==> src/rtl/cfg_i2c_pkg.sv <==
package cfg_i2c_pkg;

  typedef enum logic [3:0] {
    ST_IDLE,
    ST_ADDR,
    ST_ADDR_ACK,
    ST_SUB,
    ST_SUB_ACK,
    ST_WR,
    ST_WR_ACK,
    ST_TX,
    ST_MACK
  } bus_state_e;

  // Power-up value of each writable register.
  function automatic logic [7:0] reg_default(input int idx);
    case (idx)
      5:       reg_default = 8'h80;  // luma offset, midpoint
      6:       reg_default = 8'hBD;  // luma gain
      7:       reg_default = 8'h9D;  // chroma gain
      12:      reg_default = 8'h87;  // clock ratio, high byte
      13:      reg_default = 8'hC1;  // clock ratio, low byte
      default: reg_default = 8'h00;
    endcase
  endfunction

endpackage

==> src/rtl/cfg_i2c_line_sync.sv <==
module cfg_i2c_line_sync #(
  parameter int SYNC_STAGES = 2
) (
  input  logic clk,
  input  logic rst_n,
  input  logic scl_i,
  input  logic sda_i,
  output logic scl_lvl,
  output logic sda_lvl,
  output logic scl_rise,
  output logic scl_fall,
  output logic start_evt,
  output logic stop_evt
);

  logic [SYNC_STAGES-1:0] scl_pipe, sda_pipe;
  logic                   scl_d, sda_d;

  always_ff @(posedge clk or negedge rst_n) begin
    if (!rst_n) begin
      scl_pipe <= '1;
      sda_pipe <= '1;
      scl_d    <= 1'b1;
      sda_d    <= 1'b1;
    end else begin
      scl_pipe <= {scl_pipe[SYNC_STAGES-2:0], scl_i};
      sda_pipe <= {sda_pipe[SYNC_STAGES-2:0], sda_i};
      scl_d    <= scl_pipe[SYNC_STAGES-1];
      sda_d    <= sda_pipe[SYNC_STAGES-1];
    end
  end

  assign scl_lvl   = scl_pipe[SYNC_STAGES-1];
  assign sda_lvl   = sda_pipe[SYNC_STAGES-1];
  assign scl_rise  = scl_lvl & ~scl_d;
  assign scl_fall  = ~scl_lvl & scl_d;
  assign start_evt = scl_lvl & scl_d & sda_d & ~sda_lvl;
  assign stop_evt  = scl_lvl & scl_d & ~sda_d & sda_lvl;

endmodule

==> src/rtl/cfg_i2c_engine.sv <==
module cfg_i2c_engine
  import cfg_i2c_pkg::*;
#(
  parameter logic [6:0] DEV_ADDR7 = 7'h44
) (
  input  logic       clk,
  input  logic       rst_n,
  input  logic       sda_lvl,
  input  logic       scl_rise,
  input  logic       scl_fall,
  input  logic       start_evt,
  input  logic       stop_evt,
  input  logic [7:0] rd_data,
  output logic       sda_oe,
  output logic       ptr_load,
  output logic       ptr_step,
  output logic       wr_en,
  output logic [7:0] rx_byte,
  output bus_state_e state
);

  bus_state_e state_q, state_n;
  logic [3:0] bit_q, bit_n;
  logic [7:0] rx_q, rx_n;
  logic [7:0] tx_q, tx_n;
  logic       oe_q, oe_n;
  logic       rw_q, rw_n;
  logic       mack_q, mack_n;

  always_comb begin
    state_n  = state_q;
    bit_n    = bit_q;
    rx_n     = rx_q;
    tx_n     = tx_q;
    oe_n     = oe_q;
    rw_n     = rw_q;
    mack_n   = mack_q;
    ptr_load = 1'b0;
    ptr_step = 1'b0;
    wr_en    = 1'b0;
    if (stop_evt) begin
      state_n = ST_IDLE;
      oe_n    = 1'b0;
    end else if (start_evt) begin
      state_n = ST_ADDR;
      bit_n   = '0;
      oe_n    = 1'b0;
    end else begin
      case (state_q)
        ST_ADDR, ST_SUB, ST_WR: begin
          if (scl_rise) begin
            rx_n  = {rx_q[6:0], sda_lvl};
            bit_n = bit_q + 4'd1;
          end else if (scl_fall && bit_q == 4'd8) begin
            bit_n = '0;
            if (state_q == ST_ADDR) begin
              if (rx_q[7:1] == DEV_ADDR7) begin
                rw_n    = rx_q[0];
                oe_n    = 1'b1;
                state_n = ST_ADDR_ACK;
              end else begin
                state_n = ST_IDLE;
              end
            end else if (state_q == ST_SUB) begin
              ptr_load = 1'b1;
              oe_n     = 1'b1;
              state_n  = ST_SUB_ACK;
            end else begin
              wr_en    = 1'b1;
              ptr_step = 1'b1;
              oe_n     = 1'b1;
              state_n  = ST_WR_ACK;
            end
          end
        end
        ST_ADDR_ACK: begin
          if (scl_fall) begin
            bit_n = '0;
            if (rw_q) begin
              tx_n    = rd_data;
              oe_n    = ~rd_data[7];
              state_n = ST_TX;
            end else begin
              oe_n    = 1'b0;
              state_n = ST_SUB;
            end
          end
        end
        ST_SUB_ACK, ST_WR_ACK: begin
          if (scl_fall) begin
            oe_n    = 1'b0;
            bit_n   = '0;
            state_n = ST_WR;
          end
        end
        ST_TX: begin
          if (scl_fall) begin
            if (bit_q == 4'd7) begin
              oe_n     = 1'b0;
              ptr_step = 1'b1;
              state_n  = ST_MACK;
            end else begin
              tx_n  = {tx_q[6:0], 1'b0};
              oe_n  = ~tx_q[6];
              bit_n = bit_q + 4'd1;
            end
          end
        end
        ST_MACK: begin
          if (scl_rise) begin
            mack_n = ~sda_lvl;
          end else if (scl_fall) begin
            bit_n = '0;
            if (mack_q) begin
              tx_n    = rd_data;
              oe_n    = ~rd_data[7];
              state_n = ST_TX;
            end else begin
              state_n = ST_IDLE;
            end
          end
        end
        default: state_n = ST_IDLE;
      endcase
    end
  end

  always_ff @(posedge clk or negedge rst_n) begin
    if (!rst_n) begin
      state_q <= ST_IDLE;
      bit_q   <= '0;
      rx_q    <= '0;
      tx_q    <= '0;
      oe_q    <= 1'b0;
      rw_q    <= 1'b0;
      mack_q  <= 1'b0;
    end else begin
      state_q <= state_n;
      bit_q   <= bit_n;
      rx_q    <= rx_n;
      tx_q    <= tx_n;
      oe_q    <= oe_n;
      rw_q    <= rw_n;
      mack_q  <= mack_n;
    end
  end

  assign sda_oe  = oe_q;
  assign rx_byte = rx_q;
  assign state   = state_q;

endmodule

==> src/rtl/cfg_i2c_bank.sv <==
module cfg_i2c_bank
  import cfg_i2c_pkg::*;
#(
  parameter int         NUM_REGS  = 28,
  parameter logic [7:0] ID_VALUE  = 8'h12,
  parameter int         RATIO_IDX = 13,
  localparam int        PTR_W     = $clog2(NUM_REGS)
) (
  input  logic                  clk,
  input  logic                  rst_n,
  input  logic                  ptr_load,
  input  logic                  ptr_step,
  input  logic                  wr_en,
  input  logic [7:0]            byte_i,
  output logic [7:0]            rd_data,
  output logic [PTR_W-1:0]      ptr,
  output logic [NUM_REGS*8-1:0] regs_o,
  output logic                  ratio_pulse
);

  localparam logic [PTR_W-1:0] LAST_P  = PTR_W'(NUM_REGS - 1);
  localparam logic [PTR_W-1:0] RATIO_P = PTR_W'(RATIO_IDX);

  logic [PTR_W-1:0] ptr_q;
  logic [7:0]       regs_q [NUM_REGS];
  logic             pulse_q;

  always_ff @(posedge clk or negedge rst_n) begin
    if (!rst_n) begin
      ptr_q <= '0;
    end else if (ptr_load) begin
      ptr_q <= (byte_i < 8'(NUM_REGS)) ? byte_i[PTR_W-1:0] : '0;
    end else if (ptr_step) begin
      ptr_q <= (ptr_q == LAST_P) ? '0 : ptr_q + PTR_W'(1);
    end
  end

  generate
    for (genvar i = 0; i < NUM_REGS; i++) begin : g_reg
      if (i == NUM_REGS - 1) begin : g_id
        assign regs_q[i] = ID_VALUE;
      end else begin : g_rw
        logic sel;
        assign sel = wr_en && (ptr_q == PTR_W'(i));
        always_ff @(posedge clk or negedge rst_n) begin
          if (!rst_n) begin
            regs_q[i] <= reg_default(i);
          end else if (sel) begin
            regs_q[i] <= byte_i;
          end
        end
      end
      assign regs_o[i*8 +: 8] = regs_q[i];
    end
  endgenerate

  always_ff @(posedge clk or negedge rst_n) begin
    if (!rst_n) begin
      pulse_q <= 1'b0;
    end else begin
      pulse_q <= wr_en && (ptr_q == RATIO_P);
    end
  end

  assign rd_data     = regs_q[ptr_q];
  assign ptr         = ptr_q;
  assign ratio_pulse = pulse_q;

endmodule

==> src/rtl/cfg_i2c_target.sv <==
module cfg_i2c_target
  import cfg_i2c_pkg::*;
#(
  parameter int         NUM_REGS    = 28,
  parameter logic [6:0] DEV_ADDR7   = 7'h44,
  parameter logic [7:0] ID_VALUE    = 8'h12,
  parameter int         RATIO_IDX   = 13,
  parameter int         SYNC_STAGES = 2,
  localparam int        PTR_W       = $clog2(NUM_REGS)
) (
  input  logic                  clk,
  input  logic                  rst_n,
  input  logic                  scl_i,
  input  logic                  sda_i,
  output logic                  sda_oe,
  output logic [NUM_REGS*8-1:0] regs_o,
  output logic                  ratio_wr_pulse
);

  logic       rst_meta, rst_n_s;
  logic       scl_lvl, sda_lvl, scl_rise, scl_fall, start_evt, stop_evt;
  logic       ptr_load, ptr_step, wr_en;
  logic [7:0] rx_byte, rd_data;
  logic [PTR_W-1:0] cur_ptr;
  bus_state_e eng_state;

  // Reset asserts at once and releases on a clock edge.
  always_ff @(posedge clk or negedge rst_n) begin
    if (!rst_n) begin
      rst_meta <= 1'b0;
      rst_n_s  <= 1'b0;
    end else begin
      rst_meta <= 1'b1;
      rst_n_s  <= rst_meta;
    end
  end

  cfg_i2c_line_sync #(.SYNC_STAGES(SYNC_STAGES)) u_sync (
    .clk(clk), .rst_n(rst_n_s), .scl_i(scl_i), .sda_i(sda_i),
    .scl_lvl(scl_lvl), .sda_lvl(sda_lvl), .scl_rise(scl_rise),
    .scl_fall(scl_fall), .start_evt(start_evt), .stop_evt(stop_evt)
  );

  cfg_i2c_engine #(.DEV_ADDR7(DEV_ADDR7)) u_eng (
    .clk(clk), .rst_n(rst_n_s), .sda_lvl(sda_lvl), .scl_rise(scl_rise),
    .scl_fall(scl_fall), .start_evt(start_evt), .stop_evt(stop_evt),
    .rd_data(rd_data), .sda_oe(sda_oe), .ptr_load(ptr_load),
    .ptr_step(ptr_step), .wr_en(wr_en), .rx_byte(rx_byte), .state(eng_state)
  );

  cfg_i2c_bank #(.NUM_REGS(NUM_REGS), .ID_VALUE(ID_VALUE), .RATIO_IDX(RATIO_IDX)) u_bank (
    .clk(clk), .rst_n(rst_n_s), .ptr_load(ptr_load), .ptr_step(ptr_step),
    .wr_en(wr_en), .byte_i(rx_byte), .rd_data(rd_data), .ptr(cur_ptr),
    .regs_o(regs_o), .ratio_pulse(ratio_wr_pulse)
  );

endmodule

==> config.mk <==
export PLATFORM = sky130hd
export DESIGN_NAME = cfg_i2c_target
export DESIGN_NICKNAME = d
export VERILOG_FILES = /design/src/rtl/cfg_i2c_pkg.sv /design/src/rtl/cfg_i2c_line_sync.sv /design/src/rtl/cfg_i2c_engine.sv /design/src/rtl/cfg_i2c_bank.sv /design/src/rtl/cfg_i2c_target.sv
export SDC_FILE = /design/constraint.sdc
export NUM_CORES = 1
export LEC_CHECK = 0
export BUFFER_PORTS_ARGS = -buffer_cell sky130_fd_sc_hd__buf_2
export CORE_ASPECT_RATIO = 1.25
export CORE_MARGIN = 5
export CORE_UTILIZATION = 40
export DETAILED_ROUTE_END_ITERATION = 6
export GPL_TIMING_DRIVEN = 0
export PLACE_DENSITY_LB_ADDON = 0.3
export SLEW_MARGIN = 20
export SYNTH_ARGS = -nofsm -noshare
export SYNTH_HDL_FRONTEND = slang
export SYNTH_SLANG_ARGS = --single-unit
==> constraint.sdc <==
create_clock -name clk -period 8.69 [get_ports clk]
set_input_delay 0.869 -clock clk [delete_from_list [all_inputs] [get_ports clk]]
set_output_delay 0.869 -clock clk [all_outputs]
set_load 0.01 [all_outputs]
== Word-level counts from Yosys, hierarchy flattened ==
Cells that the tools add are included.
Storage, ports and cells
  memory bits (read-only): 0
  bits in registers: 256
  bits in writable memories: 0
  word-level logic and storage cells: 238
  latch bits: 0
  output and inout bits: 226
  input bits: 4
  memories: 0
Cells by class
  reduce and logical (&&, ||, !) cells: 43
  divide/modulo/power cells: 0
  bitwise logic cells: 17
  add/subtract/negate cells: 2
  shift-type cells: 0
  muxes and demuxes: 73
  multipliers: 0
  magnitude comparators: 2
  equality and inequality tests: 59
Operators with widths (number)
  $mux W4: 18
  $eq A5 B5 Y1 const B: 12
  $mux W7: 7
  $bmux W8 S5: 1
  $eq A5 B4 Y1 const B: 8
  $mux W1: 32
  $ne A4 B3 Y1 const B: 8
  $logic_and A1 B1 Y1: 28
  $pmux W7 S3: 1
  $eq A4 B3 Y1 const B: 5
  $eq A5 B3 Y1 const B: 4
  $mux W5: 4
  $pmux W4 S5: 1
  $reduce_and A10 Y1: 2
  $mux W8: 2
  $pmux W4 S4: 1
  $eq A5 B2 Y1 const B: 2
  $ne A2 B1 Y1 const B: 5
  $not A1 Y1: 9
  $eq A4 B2 Y1 const B: 2
  $eq A4 B4 Y1 const B: 2
  $lt A8 B5 Y1 const B: 1
  $ne A4 B4 Y1 const B: 2
  $reduce_and A4 Y1: 2
  26 further kinds: 37

== Depth between registers and ports, before layout ==
Gate-level depths: netlist (run 1).
  depth after elaboration: 11
  gate-level depth with buffers: 9
  depth with buffers taken out: 7

== Hierarchy ==
Synthesis (run 1) repeated with hierarchy kept, for this count alone.
Unflattened totals
  cell total of the unflattened synthesis: 895
  area, all modules: 12371.9 sq um
Modules (own cells, without submodules)
  cfg_i2c_bank: sequential area each 5579.1 sq um, instances 1, cells each 701, area an instance 10393.7 sq um
  cfg_i2c_engine: sequential area each 650.6 sq um, instances 1, cells each 181, area an instance 1734.2 sq um
  cfg_i2c_line_sync: sequential area each 157.7 sq um, instances 1, cells each 10, area an instance 190.2 sq um
  cfg_i2c_target: sequential area each 50.0 sq um, instances 1, cells each 3, area an instance 53.8 sq um

== Least setup slack after synthesis (run 1) ==
OpenSTA, ideal clock, no wires.
  path kind: register to register
  start point: register u_bank.ptr_q[0], in the netlist u_bank.ptr[0]
  end point: register u_bank.regs_q, in the netlist u_bank.regs_o[0]
  stages on the path, launching flop included: 10
  data arrival time: 2292 ps
  period minus slack after synthesis: 2417 ps
  library setup time: 125 ps
  required time: 8565 ps
  slack: 6273 ps
  path buffers: 5
  cell sequence: dfrtp_1 -> buf_2 -> buf_2 -> inv_1 -> clkbuf_1 -> ha_1 -> clkbuf_1 -> and2_1 -> buf_2 -> mux2_2
Between the ends
  cells in the longest elaborated chain, start to end: 2
RTL lines
  from (decl): line cfg_i2c_bank.sv:24  | logic [PTR_W-1:0] ptr_q;
  from (signal assigned): line cfg_i2c_bank.sv:32  | ptr_q <= (byte_i < 8'(NUM_REGS)) ? byte_i[PTR_W-1:0] : '0;
  from (signal assigned): line cfg_i2c_bank.sv:34  | ptr_q <= (ptr_q == LAST_P) ? '0 : ptr_q + PTR_W'(1);
  $logic_not A5 Y1: line cfg_i2c_bank.sv:44  | assign sel = wr_en && (ptr_q == PTR_W'(i));
  $logic_and A1 B1 Y1: line cfg_i2c_bank.sv:44
  to (signal, indexed assignment): line cfg_i2c_bank.sv:47  | regs_q[i] <= reg_default(i);
  to (signal, indexed assignment): line cfg_i2c_bank.sv:49  | regs_q[i] <= byte_i;
  to (decl): line cfg_i2c_bank.sv:25  | logic [7:0] regs_q [NUM_REGS];
Every way passes these cells.
A chain may end at the register's enable or synchronous reset.

== Final worst setup path (run 1) ==
  start point: register u_bank.ptr_q[0], in the netlist u_bank.ptr[0]
  end point: register u_bank.regs_q, in the netlist u_bank.regs_o[145]
Between the ends
  cells in the longest elaborated chain, start to end: 2
RTL lines (line)
  $eq A5 B5 Y1: cfg_i2c_bank.sv:44
  $logic_and A1 B1 Y1: cfg_i2c_bank.sv:44
Every way passes these cells.

==> results of run 1 <==
## power by group through the flow
stage / sequential, mW / combinational (mW) / clock, mW
floorplan: 1.24 / 0.0250 / 0
global placement: 1.25 / 0.0388 / 0
detailed placement: 1.23 / 0.0659 / 0
CTS: 1.21 / 0.0659 / 1.31
global route: 1.21 / 0.0727 / 1.36
finish: 1.21 / 0.0651 / 1.30
## critical path: stages (launching register included)
cell and delay (ps):
dfrtp_1 400, buf_2 280, buf_2 350, inv_1 340
clkbuf_1 620, ha_1 260, clkbuf_1 410, nand2_1 450
mux2_2 400
## state kept, by name, indices dropped and copies added (netlist names)
name / cells
u_eng.rx_byte: 8
u_bank.regs_o: 216
u_eng.rw_q: 1
u_eng.mack_q: 1
u_sync.scl_d: 1
u_eng.tx_q: 7
u_bank.ptr: 5
u_sync.scl_pipe: 2
u_eng.sda_oe: 1
rst_n_s: 1
u_bank.ratio_pulse: 1
u_eng.bit_q: 4
rst_meta: 1
u_sync.sda_d: 1
u_eng.state: 4
u_sync.sda_pipe: 2
## cell usage after synthesis (all sizes together) (2+ instances only)
cell type | number | area (um2)
nor2 | 28 | 105
mux2i | 22 | 220
clkbuf | 46 | 173
and2 | 10 | 62.6
a2111oi | 4 | 35.0
conb | 2 | 7.51
nor3 | 5 | 25.0
nor4 | 5 | 73.8
inv | 12 | 45.0
nand2 | 55 | 226
a21oi | 28 | 140
o22ai | 8 | 50.1
o211ai | 4 | 30.0
dfrtp | 231 | 5780
nor2b | 10 | 62.6
mux4 | 39 | 878
dfstp | 25 | 657
a31oi | 7 | 43.8
a221o | 3 | 30.0
a22o | 2 | 17.5
a311oi | 3 | 26.3
a32oi | 2 | 17.5
or3 | 2 | 17.5
o21ai | 29 | 145
a211oi | 3 | 22.5
nand3 | 11 | 55.1
and3b | 2 | 17.5
a2bb2oi | 2 | 17.5
a211o | 2 | 17.5
a221oi | 3 | 26.3
buf | 34 | 185
mux2 | 234 | 2640
nand2b | 5 | 31.3
o2bb2ai | 2 | 17.5
nor4b | 2 | 17.5
ha | 7 | 87.6
a22oi | 7 | 52.6
o31ai | 2 | 15.0
nand4 | 2 | 27.5
and3 | 6 | 37.5
## how the worst max path moves through the flow
stage	start	end	slack, ps	depth (start not counted)
floorplan	rst_n_s	u_bank.ptr[0]	1070	0
global placement	rst_n_s	u_bank.regs_o[88]	-2030	0
detailed placement	u_bank.ptr[1]	u_bank.regs_o[107]	5040	8
CTS	u_bank.ptr[1]	u_bank.regs_o[108]	5040	8
global route	u_bank.ptr[0]	u_bank.regs_o[112]	4890	8
finish	u_bank.ptr[0]	u_bank.regs_o[145]	5010	8
## final cells by class
type	instances	share of cell area
repair buffers	226	0.0815
clock inverters	17	0.0171
multi-input cells	584	0.364
inverters	13	0.00324
well taps	401	0.0333
clock buffers	33	0.0503
flip-flops and latches	256	0.427
plain buffers	80	0.0237
## cells by family (layout without fill, tap and decap cells)
group	count (synthesis)	after routing	synth area share
adder cells (fa/ha/maj)	7	7	0.00712
flip-flops	256	256	0.523
AND/OR/NAND/NOR	150	150	0.0665
buffers and inverters	93	369	0.0330
XOR/XNOR	2	2	0.00142
other	2	9	0.000610
AO/OA/AOI/OAI	121	121	0.0649
multiplexers	295	295	0.303
## through the flow
| step | hold WS [ps] | util |
|---|---|---|
| after floorplan | 331 | - |
| after global placement | 335 | 0.462 |
| after detailed placement | 340 | 0.466 |
| after CTS | 87.1 | 0.499 |
| after global routing | 96.1 | 0.499 |
| final | 95.0 | 0.499 |
## metal layers
| layer | share of wire | GRT usage |
|---|---|---|
| met2 | 0.51 | 0.412 |
| met5 | 0 | 0 |
| met3 | 0.059 | 0.0318 |
| met4 | 0.053 | 0.109 |
| met1 | 0.38 | 0.292 |
==> run_results.csv, run 1 <==
group,metric,value,unit
outcome,status,"completed",
synth,yosysWarningCount,0,
clock_network,cts_resized,0,
layout,final_cells,1610,
routing,drt-initial-drc-count,608,
floorplan,row_count,71,
min_path,hold_path.class,"in2async",
job,max_cap_violations,0,
place,placed_cells,1560,
synth,synth_cells,926,
timing,drv_slew,0,
routing,routed_wl,41800,um
layout,syn_to_final_growth,22.6,%
timing,post-route-period-util,0.423,
pwr,switching_share,0.217,
routing,num_vias,9210,
worst_setup_path,worstReg2RegStart,"u_bank.ptr[0]",
worst_setup_path,reg2reg_to,"u_bank.regs_o[145]",
floorplan,start_util,0.407,
worst_setup_path,required,9110,ps
timing,fin_crit,3680,ps
floorplan,fp.dieH,206,um
pwr,pwr-share-seq,0.469,
timing,rsz0062_at_grt,"no",
timing,fin_worst_skew,26.6,ps
floorplan,coreArea,30200,um2
synth,synth_seq_area_share,0.523,
layout,regArea,6440,um2
layout,antenna_cells,0,
synth,async_reset_ff_frac,1.00,
place,placed_area,14100,um2
pwr,switchingPower,0.559,mW
timing,setup_tns,0,ps
clock_network,clockRootBuffer,"clkbuf_16",
routing,firstDrtPassIters,5,
clock_network,cts_tree,"done",
timing,layout_setup_ws,5010,ps
timing,final-hold-violation-count,0,
routing,route.detailed.drc,0,
routing,wl_per_cell,25.9,um
worst_setup_path,rr_worst_depth,8,
place,gp_congestion,0.949,
synth,synth_ff_type,"dfrtp_1",
worst_setup_path,path_class,"reg2reg",
worst_setup_path,cp_max_fo,11,
routing,ant_nets,0,
worst_setup_path,reg2reg_slack,5010,ps
global_routing,antenna_found_initial,0,
synth,netlist_area,12300,um2
pwr,total_power,2.58,mW
synth,synthDistinctLibCells,68,
worst_setup_path,crit_path_end_kind,"register",
pwr,peakVddDrop,0.171,mV
clock_network,cts_buffer_depth,3,
timing,worst_pin_slew,979,ps
floorplan,die_w,167,um
timing,fmax,272,MHz
place,hpwlAfterDp,31000,um
synth,synth-seq-cells,256,
floorplan,dieArea,34400,um2
layout,nets,1199,
worst_setup_path,cp_data_arrival_time,4100,ps
clock_network,cts_hold_buf,0,
clock_network,clock-sinks,256,
floorplan,io_pins,230,
global_routing,grt_pass1_wl,61400,um
pwr,power_frac_comb,0.025,
clock_network,cts.clk_slew.worst_paths,70,ps
layout,nFillCells,2746,
global_routing,grt-ovfl-total,0,
clock_network,clock_latency,560,ps
timing,setup-violations-final,0,
worst_setup_path,critPathLaunchType,"register",
layout,final_common_cell,"buf_2",
layout,fin_area,15100,um2
global_routing,grt_max_degree,50,
place,place.port_buffers,221,
pwr,p_int,2.02,mW
pwr,p_leak,7.67,nW
synth,avgSynthCellArea,13.3,um2
clock_network,cts_setup_buffers,0,
pwr,powerDensity,171,nW/um2
global_routing,grt_pass1_vias,9356,
timing,relSlewSlack,0.347,
layout,final_cell_mix,"buf_2, dfrtp_1, mux2_2",
clock_network,cts_made_buffers,27,
pwr,clockPowerShare,0.505,
place,pre_cts_ws,5040,ps
layout,drive_gt1_frac,0.510,
global_routing,gr-usage-all-layers,0.236,
clock_network,cts_max_level,1,
layout,multi_input_area,5490,um2
routing,viasPerCell,5.72,
synth,synth_edf_count,0,
No activity file was read; power rests on OpenSTA's default activity.
==> run 2: changes to the inputs <==
Settings changed: ABC_AREA set to 1.
Clock period 8.69 ns to 3.36 ns, I/O delays scaled along.
==> run_results.csv, run 2 <==
group,metric,value,unit
layout,drive_gt1_frac,0.223,
global_routing,grt_pass1_wl,77900,um
pwr,p_leak,7.75,nW
clock_network,clock-sinks,256,
worst_setup_path,critPathLaunch,"u_bank.ptr[1]",
timing,relSlewSlack,0.284,
worst_setup_path,rr_worst_depth,9,
synth,avgSynthCellArea,8.10,um2
timing,rsz0062_at_grt,"no",
pwr,switching_share,0.291,
global_routing,gr-usage-all-layers,0.296,
timing,fin_crit,3080,ps
global_routing,grt_pass1_vias,12200,
routing,num_vias,12200,
floorplan,coreArea,30800,um2
clock_network,cts.clk_slew.worst_paths,70,ps
floorplan,row_count,72,
worst_setup_path,worstReg2RegStart,"u_bank.ptr[1]",
pwr,total_power,7.31,mW
synth,synth-seq-cells,256,
routing,ant_nets,0,
pwr,peakVddDrop,0.343,mV
layout,nets,1810,
worst_setup_path,path_cells,"inv_1 -> clkbuf_1 -> ha_1 -> inv_1 -> nor2_1 -> nand2_1 -> buf_2 -> nand2_1 -> o21ai_0",
worst_setup_path,required,3780,ps
outcome,status,"completed",
timing,drv_slew,0,
worst_setup_path,cp_max_fo,11,
global_routing,grt-ovfl-total,0,
pwr,switchingPower,2.13,mW
synth,synthDistinctLibCells,37,
layout,syn_to_final_growth,21.6,%
floorplan,io_pins,230,
pwr,clockPowerShare,0.422,
layout,final_common_cell,"nand2_1",
timing,fmax,325,MHz
clock_network,cts_tree,"done",
clock_network,cts_made_buffers,28,
pwr,powerDensity,484,nW/um2
timing,final-hold-violation-count,0,
place,gp_congestion,0.987,
pwr,pwr-share-seq,0.449,
clock_network,cts_max_level,1,
worst_setup_path,worst_path_largest_cell_delay,640,ps
synth,synthTopCellsByArea,"dfrtp_1, nand2_1, o21ai_1",
worst_setup_path,critPathSlowestCell,"clkbuf_1",
layout,antenna_cells,0,
place,place.port_buffers,221,
floorplan,start_util,0.403,
routing,route.detailed.drc,0,
pwr,power_frac_comb,0.129,
worst_setup_path,crit_path_end_kind,"register",
synth,synth_edf_count,0,
worst_setup_path,path_class,"reg2reg",
routing,drt-initial-drc-count,1124,
timing,worst_pin_slew,1070,ps
synth,synth_most_common_cell,"nand2_1",
place,hpwlAfterDp,38600,um
layout,largest_reg_flops,216,
clock_network,clockRootBuffer,"clkbuf_16",
global_routing,grt_max_degree,59,
layout,final_cells,2226,
synth,yosysTopAreaCell,"dfrtp_1",
worst_setup_path,cp_data_arrival_time,3500,ps
synth,yosysWarningCount,0,
synth,netlist_area,12400,um2
worst_setup_path,critPathLaunchType,"register",
place,placed_cells,2173,
synth,yosysTopAreaCellShare,0.465,
worst_setup_path,reg2reg_slack,280,ps
synth,synth_seq_area_share,0.518,
routing,viasPerCell,5.50,
timing,setup-violations-final,0,
routing,wl_per_cell,23.7,um
layout,final_cell_mix,"nand2_1, buf_2, dfrtp_1",
clock_network,cts_buffer_depth,3,
clock_network,clock_latency,570,ps
job,max_cap_violations,0,
pwr,p_int,5.18,mW
floorplan,die_w,168,um
worst_setup_path,reg2reg_to,"u_bank.regs_o[6]",
timing,post-route-period-util,0.916,
synth,synth_cells,1533,
timing,fin_worst_skew,13.5,ps
floorplan,fp.dieH,207,um
floorplan,dieArea,34700,um2
routing,routed_wl,52700,um
routing,firstDrtPassIters,6,
synth,synth_common_cells,"nand2_1, dfrtp_1, nor2_1",
synth,async_reset_ff_frac,1.00,
global_routing,antenna_found_initial,0,
min_path,hold_path.class,"in2async",
synth,synth_ff_type,"dfrtp_1",
timing,setup_tns,0,ps
==> run 2: power groups by stage <==
stage | sequential [mW] | clock [mW] | combinational, mW
after global routing | 3.30 | 3.22 | 1.05
after CTS | 3.28 | 3.10 | 0.938
after floorplan | 3.35 | 0 | 0.549
final | 3.28 | 3.08 | 0.946
after global placement | 3.38 | 0 | 0.842
after detailed placement | 3.33 | 0 | 0.933
==> run 2: cell type report <==
type | instances | area, um2
Buffer | 94 | 586
Clock buffer | 38 | 769
Clock inverter | 12 | 120
Fill cell | 3061 | 15700
Inverter | 85 | 319
Multi-Input combinational cell | 1105 | 5110
Sequential cell | 256 | 6440
Tap cell | 407 | 509
Timing Repair Buffer | 229 | 1260
==> run 2: cells by family (layout without fill, tap and decap cells) <==
| family | after synthesis | count (layout) | synth area share |
|---|---|---|---|
| DFF | 256 | 256 | 0.518 |
| adders and majority gates | 7 | 7 | 0.00705 |
| other | 2 | 9 | 0.000605 |
| xor gates and xnor gates | 3 | 3 | 0.00212 |
| muxes | 1 | 1 | 0.000806 |
| AOI/OAI and AO/OA | 354 | 354 | 0.150 |
| and+or+nand+nor | 731 | 731 | 0.248 |
| buffers and inverters | 179 | 458 | 0.0728 |
==> run 2: worst max path at each step <==
stage                         end  slack [ps]  cells after the start
2_1_floorplan       u_bank.ptr[0]         800                      0
3_3_place_gp   u_bank.regs_o[101]        -170                      0
6_report         u_bank.regs_o[6]         280                      9
4_1_cts          u_bank.regs_o[6]         370                      9
5_1_grt        u_bank.regs_o[207]         190                      9
3_5_place_dp     u_bank.regs_o[6]         410                      9
==> run 2: per-stage QoR <==
| step | cell area [um2] | worst slack [ps] | hold WS [ps] | utilization |
|---|---|---|---|---|
| floorplan | 12500 | 804 | 40.4 | - |
| global placement | 14100 | -172 | 122 | 0.457 |
| detailed placement | 14200 | 409 | 127 | 0.461 |
| CTS | 15100 | 373 | 71.8 | 0.490 |
| global route | 15100 | 191 | 80.5 | 0.490 |
| finish | 15100 | 282 | 82.7 | 0.490 |
==> run 2: repair_timing <==
action | CTS | global route
setup buffers | 0 | 0
hold buffers | 3 | 0
gates resized for setup | 0 | 0
hold endpoints to repair | 4 | 0
==> run 2: worst max-delay path: cells and delay by family (launching register included) <==
kind / cells / cell delay, ps
DFF: 1 / 450
buffers and inverters: 4 / 1320
and+or+nand+nor: 3 / 770
AOI/OAI and AO/OA: 1 / 70
adders and majority gates: 1 / 320
==> run 2: routing by layer <==
metal	wire length [um]	track usage	vias to the layer above
met1	19600	0.365	5942
met3	4080	0.0450	160
met4	2800	0.139	0
met5	0	0	-
li1	-	-	5483
met2	26200	0.511	658
==> run 3: changes to the inputs <==
Settings changed: RECOVER_POWER set to 25.
==> run_results.csv, run 3 (synthesized netlist as in run 2, its figures left out) <==
group,metric,value,unit
outcome,status,"completed",
layout,antenna_cells,0,
floorplan,coreArea,30800,um2
clock_network,clock_latency,570,ps
pwr,clockPowerShare,0.421,
worst_setup_path,path_cells,"inv_1 -> clkbuf_1 -> ha_1 -> inv_1 -> nor2_1 -> nand2_4 -> buf_6 -> nand2_1 -> o21ai_1",
clock_network,cts_hold_buf,3,
pwr,p_leak,7.73,nW
pwr,peakVddDrop,0.343,mV
routing,ant_nets,0,
timing,setup-violations-final,0,
layout,nets,1810,
timing,fin_crit,3010,ps
worst_setup_path,cp_max_fo,11,
timing,fmax,332,MHz
routing,routed_wl,52800,um
worst_setup_path,reg2reg_slack,350,ps
clock_network,cts_max_level,1,
floorplan,dieArea,34700,um2
pwr,switching_share,0.290,
timing,final-hold-violation-count,0,
clock_network,clockRootBuffer,"clkbuf_16",
clock_network,cts_setup_buffers,0,
floorplan,row_count,72,
worst_setup_path,rr_worst_depth,9,
worst_setup_path,path_class,"reg2reg",
layout,largest_reg_flops,216,
floorplan,fp.dieH,207,um
global_routing,antenna_found_initial,0,
pwr,switchingPower,2.12,mW
floorplan,start_util,0.403,
layout,final_common_cell,"nand2_1",
timing,setup_tns,0,ps
global_routing,grt_pass1_vias,12200,
routing,route.detailed.drc,0,
place,placed_cells,2173,
routing,firstDrtPassIters,7,
worst_setup_path,worst-path-buf-inv,4,
worst_setup_path,critPathLaunchType,"register",
pwr,p_int,5.17,mW
routing,wl_per_cell,23.7,um
timing,fin_worst_skew,14.5,ps
timing,drv_slew,0,
clock_network,cts_buffer_depth,3,
layout,final_cells,2226,
pwr,power_frac_comb,0.129,
min_path,hold_path.class,"in2async",
layout,nFillCells,3066,
pwr,pwr-share-seq,0.450,
floorplan,io_pins,230,
pwr,powerDensity,484,nW/um2
worst_setup_path,required,3770,ps
routing,num_vias,12200,
clock_network,cts_resized,0,
global_routing,grt_pass1_wl,77900,um
worst_setup_path,critPathTopFamily,"buffers and inverters",
layout,final_cell_mix,"nand2_1, buf_2, dfrtp_1",
layout,final_util,0.489,
timing,hold_ws,88.0,ps
worst_setup_path,worstReg2RegStart,"u_bank.ptr[1]",
timing,rsz0062_at_grt,"no",
global_routing,grt-ovfl-total,0,
global_routing,gr-usage-all-layers,0.296,
worst_setup_path,worst_path_largest_cell_delay,630,ps
timing,post-route-period-util,0.897,
worst_setup_path,crit_path_end_kind,"register",
timing,worst_pin_slew,1460,ps
clock_network,cts_tree,"done",
pwr,total_power,7.29,mW
worst_setup_path,cp_data_arrival_time,3430,ps
routing,drt-initial-drc-count,1132,
timing,relSlewSlack,0.0273,
place,hpwlAfterDp,38600,um
worst_setup_path,critPathSlowestCell,"clkbuf_1",
place,gp_congestion,0.987,
job,max_cap_violations,0,
global_routing,grt_max_degree,59,
layout,drive_gt1_frac,0.220,
routing,viasPerCell,5.49,
clock_network,cts.clk_slew.worst_paths,70,ps
clock_network,cts_made_buffers,28,
worst_setup_path,cp_common_cell,"inv_1",
clock_network,clock-sinks,256,
worst_setup_path,reg2reg_to,"u_bank.regs_o[142]",
place,place.port_buffers,221,
floorplan,die_w,168,um
layout,syn_to_final_growth,21.2,%
## run 3: per-stage QoR
stage               cell area (um2)  setup slack (ps)
finish                        15100               347
global route                  15100               189
CTS                           15100               373
detailed placement            14200               409
global placement              14100              -172
floorplan                     12500               804
## run 3: layout make-up
cell class | instances | area [um2] | share of cell area
flip-flops and latches | 256 | 6440 | 0.427
multi-input cells | 1105 | 5110 | 0.339
repair buffers | 229 | 1210 | 0.0805
clock buffers | 38 | 769 | 0.0511
plain buffers | 94 | 586 | 0.0389
well taps | 407 | 509 | 0.0338
inverters | 85 | 319 | 0.0212
clock inverters | 12 | 120 | 0.00798
## run 3: how the worst max path moves through the flow
stage                               to           from  slack, ps  depth (start not counted)
floorplan                u_bank.ptr[0]        rst_n_s        800                          0
global placement    u_bank.regs_o[101]        rst_n_s       -170                          0
detailed placement    u_bank.regs_o[6]  u_bank.ptr[1]        410                          9
CTS                   u_bank.regs_o[6]  u_bank.ptr[1]        370                          9
global route             u_bank.ptr[2]        rst_n_s        190                          2
finish              u_bank.regs_o[142]  u_bank.ptr[1]        350                          9
## run 3: routing by layer
layer | global-route usage | vias up | wire length (um)
met4 | 0.139 | 0 | 2790
met3 | 0.0450 | 154 | 4140
met1 | 0.365 | 5963 | 19600
met5 | 0 | - | 0
li1 | - | 5482 | -
met2 | 0.511 | 628 | 26200
## run 3: worst reg2reg max path, delay by kind of cell (launching register included)
family,cells,cell delay (ps)
buf+inv,4,1270
simple gates,3,780
flops,1,440
fa+ha+maj,1,320
compound gates,1,50
## run 3: power groups by stage
stage               logic [mW]  clock network, mW  registers (mW)
CTS                      0.938               3.10            3.28
detailed placement       0.933                  0            3.33
floorplan                0.549                  0            3.35
global route              1.04               3.22            3.29
global placement         0.842                  0            3.38
finish                   0.938               3.07            3.28
